File: config.mk
export PLATFORM = sky130hd
export DESIGN_NAME = serial_frame_rx
export DESIGN_NICKNAME = d
export VERILOG_FILES = /design/src/rtl/serial_frame_rx.sv
export SDC_FILE = /design/constraint.sdc
export NUM_CORES = 1
export LEC_CHECK = 0
export CELL_PAD_IN_SITES_DETAIL_PLACEMENT = 0
export CELL_PAD_IN_SITES_GLOBAL_PLACEMENT = 1
export CORE_MARGIN = 2
export CORE_UTILIZATION = 43
export DETAILED_ROUTE_END_ITERATION = 12
export PLACE_DENSITY_LB_ADDON = 0.25
export SLEW_MARGIN = 20
export SYNTH_ARGS = -nofsm -noshare
export SYNTH_HDL_FRONTEND = slang
export SYNTH_SLANG_ARGS = --single-unit
File: constraint.sdc
create_clock -name clk -period 2.14 [get_ports clk]
set_input_delay 0.428 -clock clk [delete_from_list [all_inputs] [get_ports clk]]
set_output_delay 0.428 -clock clk [all_outputs]
set_load 0.05 [all_outputs]
File: src/rtl/serial_frame_rx.sv
module serial_frame_rx #(
  parameter int BIT_CYCLES = 434
) (
  input  logic       clk,
  input  logic       rst_n,
  input  logic       line_in,
  input  logic [1:0] cfg_width,
  input  logic [1:0] cfg_parity,
  input  logic       cfg_two_stop,
  output logic [7:0] data_out,
  output logic       data_valid,
  output logic       parity_err,
  output logic       frame_err
);
  localparam int CW = $clog2(BIT_CYCLES);
  localparam logic [CW-1:0] LAST = CW'(BIT_CYCLES - 1);
  localparam logic [CW-1:0] MID  = CW'(BIT_CYCLES / 2 - 1);

  typedef enum logic [2:0] {S_IDLE, S_START, S_DATA, S_PAR, S_STOP} state_t;

  logic          s1, s2;
  state_t        st;
  logic [CW-1:0] cnt;
  logic [2:0]    idx;
  logic [7:0]    shreg;
  logic [1:0]    wid_q, par_q;
  logic          two_q, stop2, bad_stop, par_bit;

  wire       tick   = (cnt == LAST);
  wire [2:0] nlast  = {1'b0, wid_q} + 3'd4;
  wire       par_on = (par_q == 2'b01) || (par_q == 2'b10);
  wire       perr   = par_on && (^shreg ^ par_bit ^ (par_q == 2'b10));

  always_ff @(posedge clk) begin
    if (!rst_n) begin
      s1 <= 1'b1;
      s2 <= 1'b1;
    end else begin
      s1 <= line_in;
      s2 <= s1;
    end
  end

  always_ff @(posedge clk) begin
    if (!rst_n) begin
      st <= S_IDLE;
      cnt <= '0;
      idx <= '0;
      shreg <= '0;
      wid_q <= 2'd3;
      par_q <= 2'd0;
      two_q <= 1'b0;
      stop2 <= 1'b0;
      bad_stop <= 1'b0;
      par_bit <= 1'b0;
      data_out <= '0;
      data_valid <= 1'b0;
      parity_err <= 1'b0;
      frame_err <= 1'b0;
    end else begin
      data_valid <= 1'b0;
      parity_err <= 1'b0;
      frame_err <= 1'b0;
      cnt <= tick ? '0 : cnt + 1'b1;
      case (st)
        S_IDLE: begin
          cnt <= '0;
          if (!s2) begin
            st <= S_START;
            wid_q <= cfg_width;
            par_q <= cfg_parity;
            two_q <= cfg_two_stop;
          end
        end
        S_START: if (cnt == MID) begin
          cnt <= '0;
          idx <= '0;
          shreg <= '0;
          stop2 <= 1'b0;
          bad_stop <= 1'b0;
          st <= s2 ? S_IDLE : S_DATA;
        end
        S_DATA: if (tick) begin
          shreg[idx] <= s2;
          idx <= idx + 1'b1;
          if (idx == nlast) st <= par_on ? S_PAR : S_STOP;
        end
        S_PAR: if (tick) begin
          par_bit <= s2;
          st <= S_STOP;
        end
        S_STOP: if (tick) begin
          if (two_q && !stop2) begin
            stop2 <= 1'b1;
            bad_stop <= !s2;
          end else begin
            st <= S_IDLE;
            if (bad_stop || !s2) frame_err <= 1'b1;
            else begin
              data_out <= shreg;
              data_valid <= 1'b1;
              parity_err <= perr;
            end
          end
        end
        default: st <= S_IDLE;
      endcase
    end
  end

  assert_valid_pulse_R2: assert property (@(posedge clk) disable iff (!rst_n)
    data_valid |=> !data_valid);
  assert_width_zero_R3: assert property (@(posedge clk) disable iff (!rst_n)
    (data_valid && wid_q == 2'd0) |-> (data_out[7:5] == 3'b000));
  assert_perr_with_valid_R4: assert property (@(posedge clk) disable iff (!rst_n)
    parity_err |-> data_valid);
  assert_no_perr_without_parity_R5: assert property (@(posedge clk) disable iff (!rst_n)
    (data_valid && !par_on) |-> !parity_err);
  assert_ferr_excl_R6: assert property (@(posedge clk) disable iff (!rst_n)
    frame_err |-> !data_valid);
  assert_ferr_pulse_R6: assert property (@(posedge clk) disable iff (!rst_n)
    frame_err |=> !frame_err);
  assert_quiet_idle_R1: assert property (@(posedge clk) disable iff (!rst_n)
    (st == S_IDLE && $past(st) == S_IDLE) |-> !(data_valid || frame_err));
endmodule

# [After elaboration in Yosys (flattened, before gate mapping)]
# Index checks and enable logic that the tools add are counted.
[word_totals] register_bits=44 in_bits=8
[classes] addsub=3 magnitude_cmp=2 n_eq_ne=17 n_mux=31 bitwise=8 n_reduce_logical=19
[ops] operator="3-bit 2-to-1 mux" n=10
[ops] operator="9-bit 2-to-1 mux" n=2
[ops] operator="9-bit one-hot mux with 2 select lines" n=1
[ops] operator="8-bit 2-to-1 mux" n=2
[ops] operator="2-bit != test, second input constant" n=8
[ops] operator="8-bit one-hot mux with 2 select lines" n=1
[ops] operator="3-bit one-hot mux with 5 select lines" n=1
[ops] operator="9-bit by 1-bit adder with 9-bit output, second input constant" n=1
[ops] operator="9-bit by 8-bit equality test with 1-bit output, second input constant" n=1
[ops] operator="9-bit equality test, second input constant" n=1
[ops] operator="8-bit bitwise mux" n=1
[ops] operator="1-bit 2-to-1 mux" n=8
[ops] operator="4-bit AND reduction" n=2
[ops] operator="8-bit parity" n=1
[ops] operator="7-bit AND reduction" n=1
[ops] operator="3-bit by 2-bit equality test with 1-bit output, second input constant" n=2
[ops] operator="1-bit NOT" n=6
[ops] operator="3-bit one-hot mux with 2 select lines" n=1
[ops] operator="5-bit OR reduction" n=1
[ops] operator="3-bit by 4-bit < comparator with 1-bit output, second input constant" n=1
[ops] operator="1-bit one-hot mux with 2 select lines" n=2
[ops] operator="2-bit AND reduction" n=2
[ops] operator="2-bit nonzero test" n=2
[ops] operator="4-bit OR reduction" n=1
[ops] operator="16 further kinds" n=21

# [Logic depth before layout (Yosys ltp)]
[depth] depth_word=7 depth_mapped=9 mapped_depth_nobuf=7

# [Worst setup path after synthesis]
# No wires, ideal clock.
[synth_path] kind="reg-to-reg" startpoint="reg cnt[0]" endpoint="reg data_out[1]" setup_time_ns=0.128 arrival_time_ns=1.843 path_slack_ns=0.170 path_stages_with_launch=8 path_buffers=1 cell_sequence="dfxtp_1 ha_1 nand4bb_1 or4_4 buf_6 nor3_4 mux2i_1 nor2_1"
[synth_between] elab_chain_len=2
[synth_lines] item="start, declared" line_no="23" text="logic [CW-1:0] cnt;"
[synth_lines] item="start signal, assigned" line_no="64" text="cnt <= tick ? '0 : cnt + 1'b1;"
[synth_lines] item="9-bit equality test" line_no="29" text="wire tick = (cnt == LAST);"
[synth_lines] item="4-bit AND reduction (no source line)"
[synth_lines] item="end signal, assigned" line_no="100" text="data_out <= shreg;"
[synth_lines] item="end, declared" line_no="10" text="output logic [7:0] data_out,"
# No other way between the ends.
# A chain may end at the register's enable or synchronous reset.

# [Final worst setup path]
[layout_path] startpoint="reg cnt[0]" endpoint="reg idx[2]"
[layout_between] elab_chain_len=3 word_cells_on_any_way=5 cone_classes="4 x eq/ne; 1 x reduce/logical"
[layout_lines] item="9-bit by 8-bit equality test with 1-bit output or 9-bit equality test (tied branches)" line_no="75, 29"
[layout_lines] item="2-bit != test (no source line)"
[layout_lines] item="3-bit AND reduction (no source line) *"
[layout_lines] item="end signal, assigned" line_no="85" text="idx <= idx + 1'b1;"
[layout_lines] item="end, declared" line_no="24" text="logic [2:0] idx;"
# Every way passes the cells marked *; elsewhere a longest branch is shown, timed or not.

==> impl_metrics.ini <==
[logic_synthesis]
seq_area_frac_synth_pct = 42.36
syn_area_um2 = 2079
syn_avg_cell_area_um2 = 8.488
yosysTopAreaCell = dfxtp_1
synthCells = 245
synthDistinctLibCells = 41
synth_edf_count = 0
synthFlopType = dfxtp_1
synth_nets = 258
yosysWarnings = 0
async_reset_ff_share_pct = 0
post-synth-top-area-fraction_pct = 42.36
synthTopCellsByArea = dfxtp_1, nor2_1, xnor2_1, mux2i_1, a21oi_1
ys_ff_latch = 44

[placed_design]
io_buffers = 18
place.gp.congestion = 0.8189
dp_slack_ns = 0.1050
placedCellCount = 315
hpwlAfterDp_um = 2857

[worst_hold_path]
min_path_type = reg -> reg
min_from = s1

[clock_tree]
clock_path_buffers = 2
numCtsBuffers = 5
cts_root_buf = clkbuf_8
clk_pin_slew_ns = 0.08
clk_latency_ns = 0.29
cts.sinks = 44
tritoncts = built
h-tree-depth = 2

[global_routing]
grt_max_degree = 25
antenna_found_initial = 0
grt_overflow = 0
grt_pass1_vias = 1567
gr-usage-all-layers_pct = 16.98
grt_pass1_wl_um = 7079

[sta]
fin_crit_ns = 2.007
whs_ns = 0.4099
rsz0062_at_grt = no
maxSlewViolCount = 0
worstMarginPinSlew_ns = 0.5011
fin_crit_sh_pct = 93.78
setup_violations = 0
fmax_ghz = 0.4983
slew_headroom_pct = 66.49
finalClockSkew_ns = 0.004509
setup_slack_ns = 0.1332
hold_violations = 0
fin_setup_tns_ns = 0

[critical_path]
end_kind = flop
worstSetupPathType = reg -> reg
cp-start-kind = flop
startpoint = cnt[0]
required_ns = 2.36
timing.rr.start = cnt[0]
worstPathMaxFanout = 11
cp.arrival_ns = 2.23

[cells_and_area]
drive_gt1_share_pct = 10.04
diodes = 0
nNetsFinal = 281
n_fill_cell = 472
layout.cells.non_filler = 323
synthToLayoutAreaGrowth_pct = 18.23

[power]
power.leakage_nw = 0.8386
irDropWorstVdd_mv = 0.5329
power_per_cell_area_nw_per_um2 = 650.9

[floorplanning]
boundaryPins = 19
initial_utilization_pct = 44.32
die_area_um2 = 5408
rows = 25
die_w_um = 73.54
core_area_um2 = 4692
die_y_um = 73.54

[drt]
drtAntennaViolNets = 0
drt_wl_total_um = 4050
wl_per_cell_um = 12.54
vias_per_cell = 5.074
vias = 1639
drtPass1Iterations = 4
initialDrtViolationCount = 95
drc = 0

[run]
maxCapViolCount = 0

[outcome]
status = completed
## final timing paths
kind         endpoint  slack (ns)  cells after the start
min                s2        0.41                      1
min reg2reg        s2        0.41                      1
max            idx[2]        0.13                      6
max reg2reg    idx[2]        0.13                      6
## layout make-up
class,instances,area [µm²],area share (%)
Inverter,11,41.29,1.679
Clock buffer,6,82.58,3.359
Tap cell,54,67.56,2.748
Timing Repair Buffer,29,275.3,11.20
Multi-Input combinational cell,177,1101,44.78
Clock inverter,2,10.01,0.4071
Sequential cell,44,880.8,35.83
## flip-flops by register name (all words and copies together), names as in the netlist
register and count:
stop2 1, frame_err 1, par_q 2, two_q 1
data_out 8, s1 1, shreg 8, parity_err 1
idx 3, par_bit 1, st 3, cnt 9
data_valid 1, s2 1, bad_stop 1, wid_q 2
## cells by family (layout without fill, tap and decap cells)
group,after synthesis,after routing,share of synthesized area (%)
mux,14,14,6.739
xor+xnor,18,18,7.581
simple gates,101,101,24.61
fa+ha+maj,5,5,3.008
buf+inv,24,48,4.753
compound gates,39,39,10.95
flops,44,44,42.36
## Yosys cell counts (all sizes together) (2+ instances only)
cell,count
mux2i,14
xnor2,17
ha,5
nand2,19
or3,2
buf,2
nor2,41
o21ai,8
nand4,4
a21oi,19
nor3b,2
a31oi,3
nand3,7
o211ai,2
dfxtp,44
nor3,8
or3b,2
inv,11
or4,2
clkbuf,11
nand2b,7
## worst max-delay path, cell delays in order, from the launching register on
cell and delay [ns]:
dfxtp_1 0.42, ha_1 0.17, nand4bb_1 0.09, or4_4 0.49, o21a_2 0.31, or3_1 0.31, a21oi_1 0.15
## layout by cell type, fill, tap and decap left out, drive strengths merged, types with 8 or more instances in the layout
cell / instances
o21ai: 8
clkdlybuf4s50: 18
xnor2: 17
mux2i: 14
nand2: 19
inv: 11
dfxtp: 44
buf: 11
nor3: 8
a21oi: 19
nor2: 41
## report_power, final
| part | internal, mW | switching [mW] | total (mW) |
|---|---|---|---|
| Sequential | 0.841 | 0.0301 | 0.872 |
| Clock | 0.258 | 0.270 | 0.527 |
| Combinational | 0.0904 | 0.111 | 0.201 |
## routing by layer
metal | wire length, µm | vias up | share of wire, % | track usage (%)
li1 | - | 877 | - | -
met5 | 0 | - | 0 | 0
met3 | 97 | 4 | 2.4 | 3.978
met2 | 1828 | 18 | 45 | 26.29
met4 | 49 | 0 | 1.2 | 6.465
met1 | 2073 | 740 | 51 | 22.90
## through the flow
step | cell area [µm²] | utilization [%] | total power, mW
finish | 2459 | 52.40 | 1.600
global placement | 2365 | 50.40 | 1.095
floorplan | 2079 | - | 1.023
detailed placement | 2365 | 50.40 | 1.094
CTS | 2457 | 52.37 | 1.622
global route | 2459 | 52.40 | 1.702
## what timing repair did
action / CTS / global route
hold buffers: 0 / 0
gates resized for setup: 0 / 1
buffers inserted: 0 / 0
setup endpoints to repair: 0 / 1
Power figures use the tool's default switching activity.
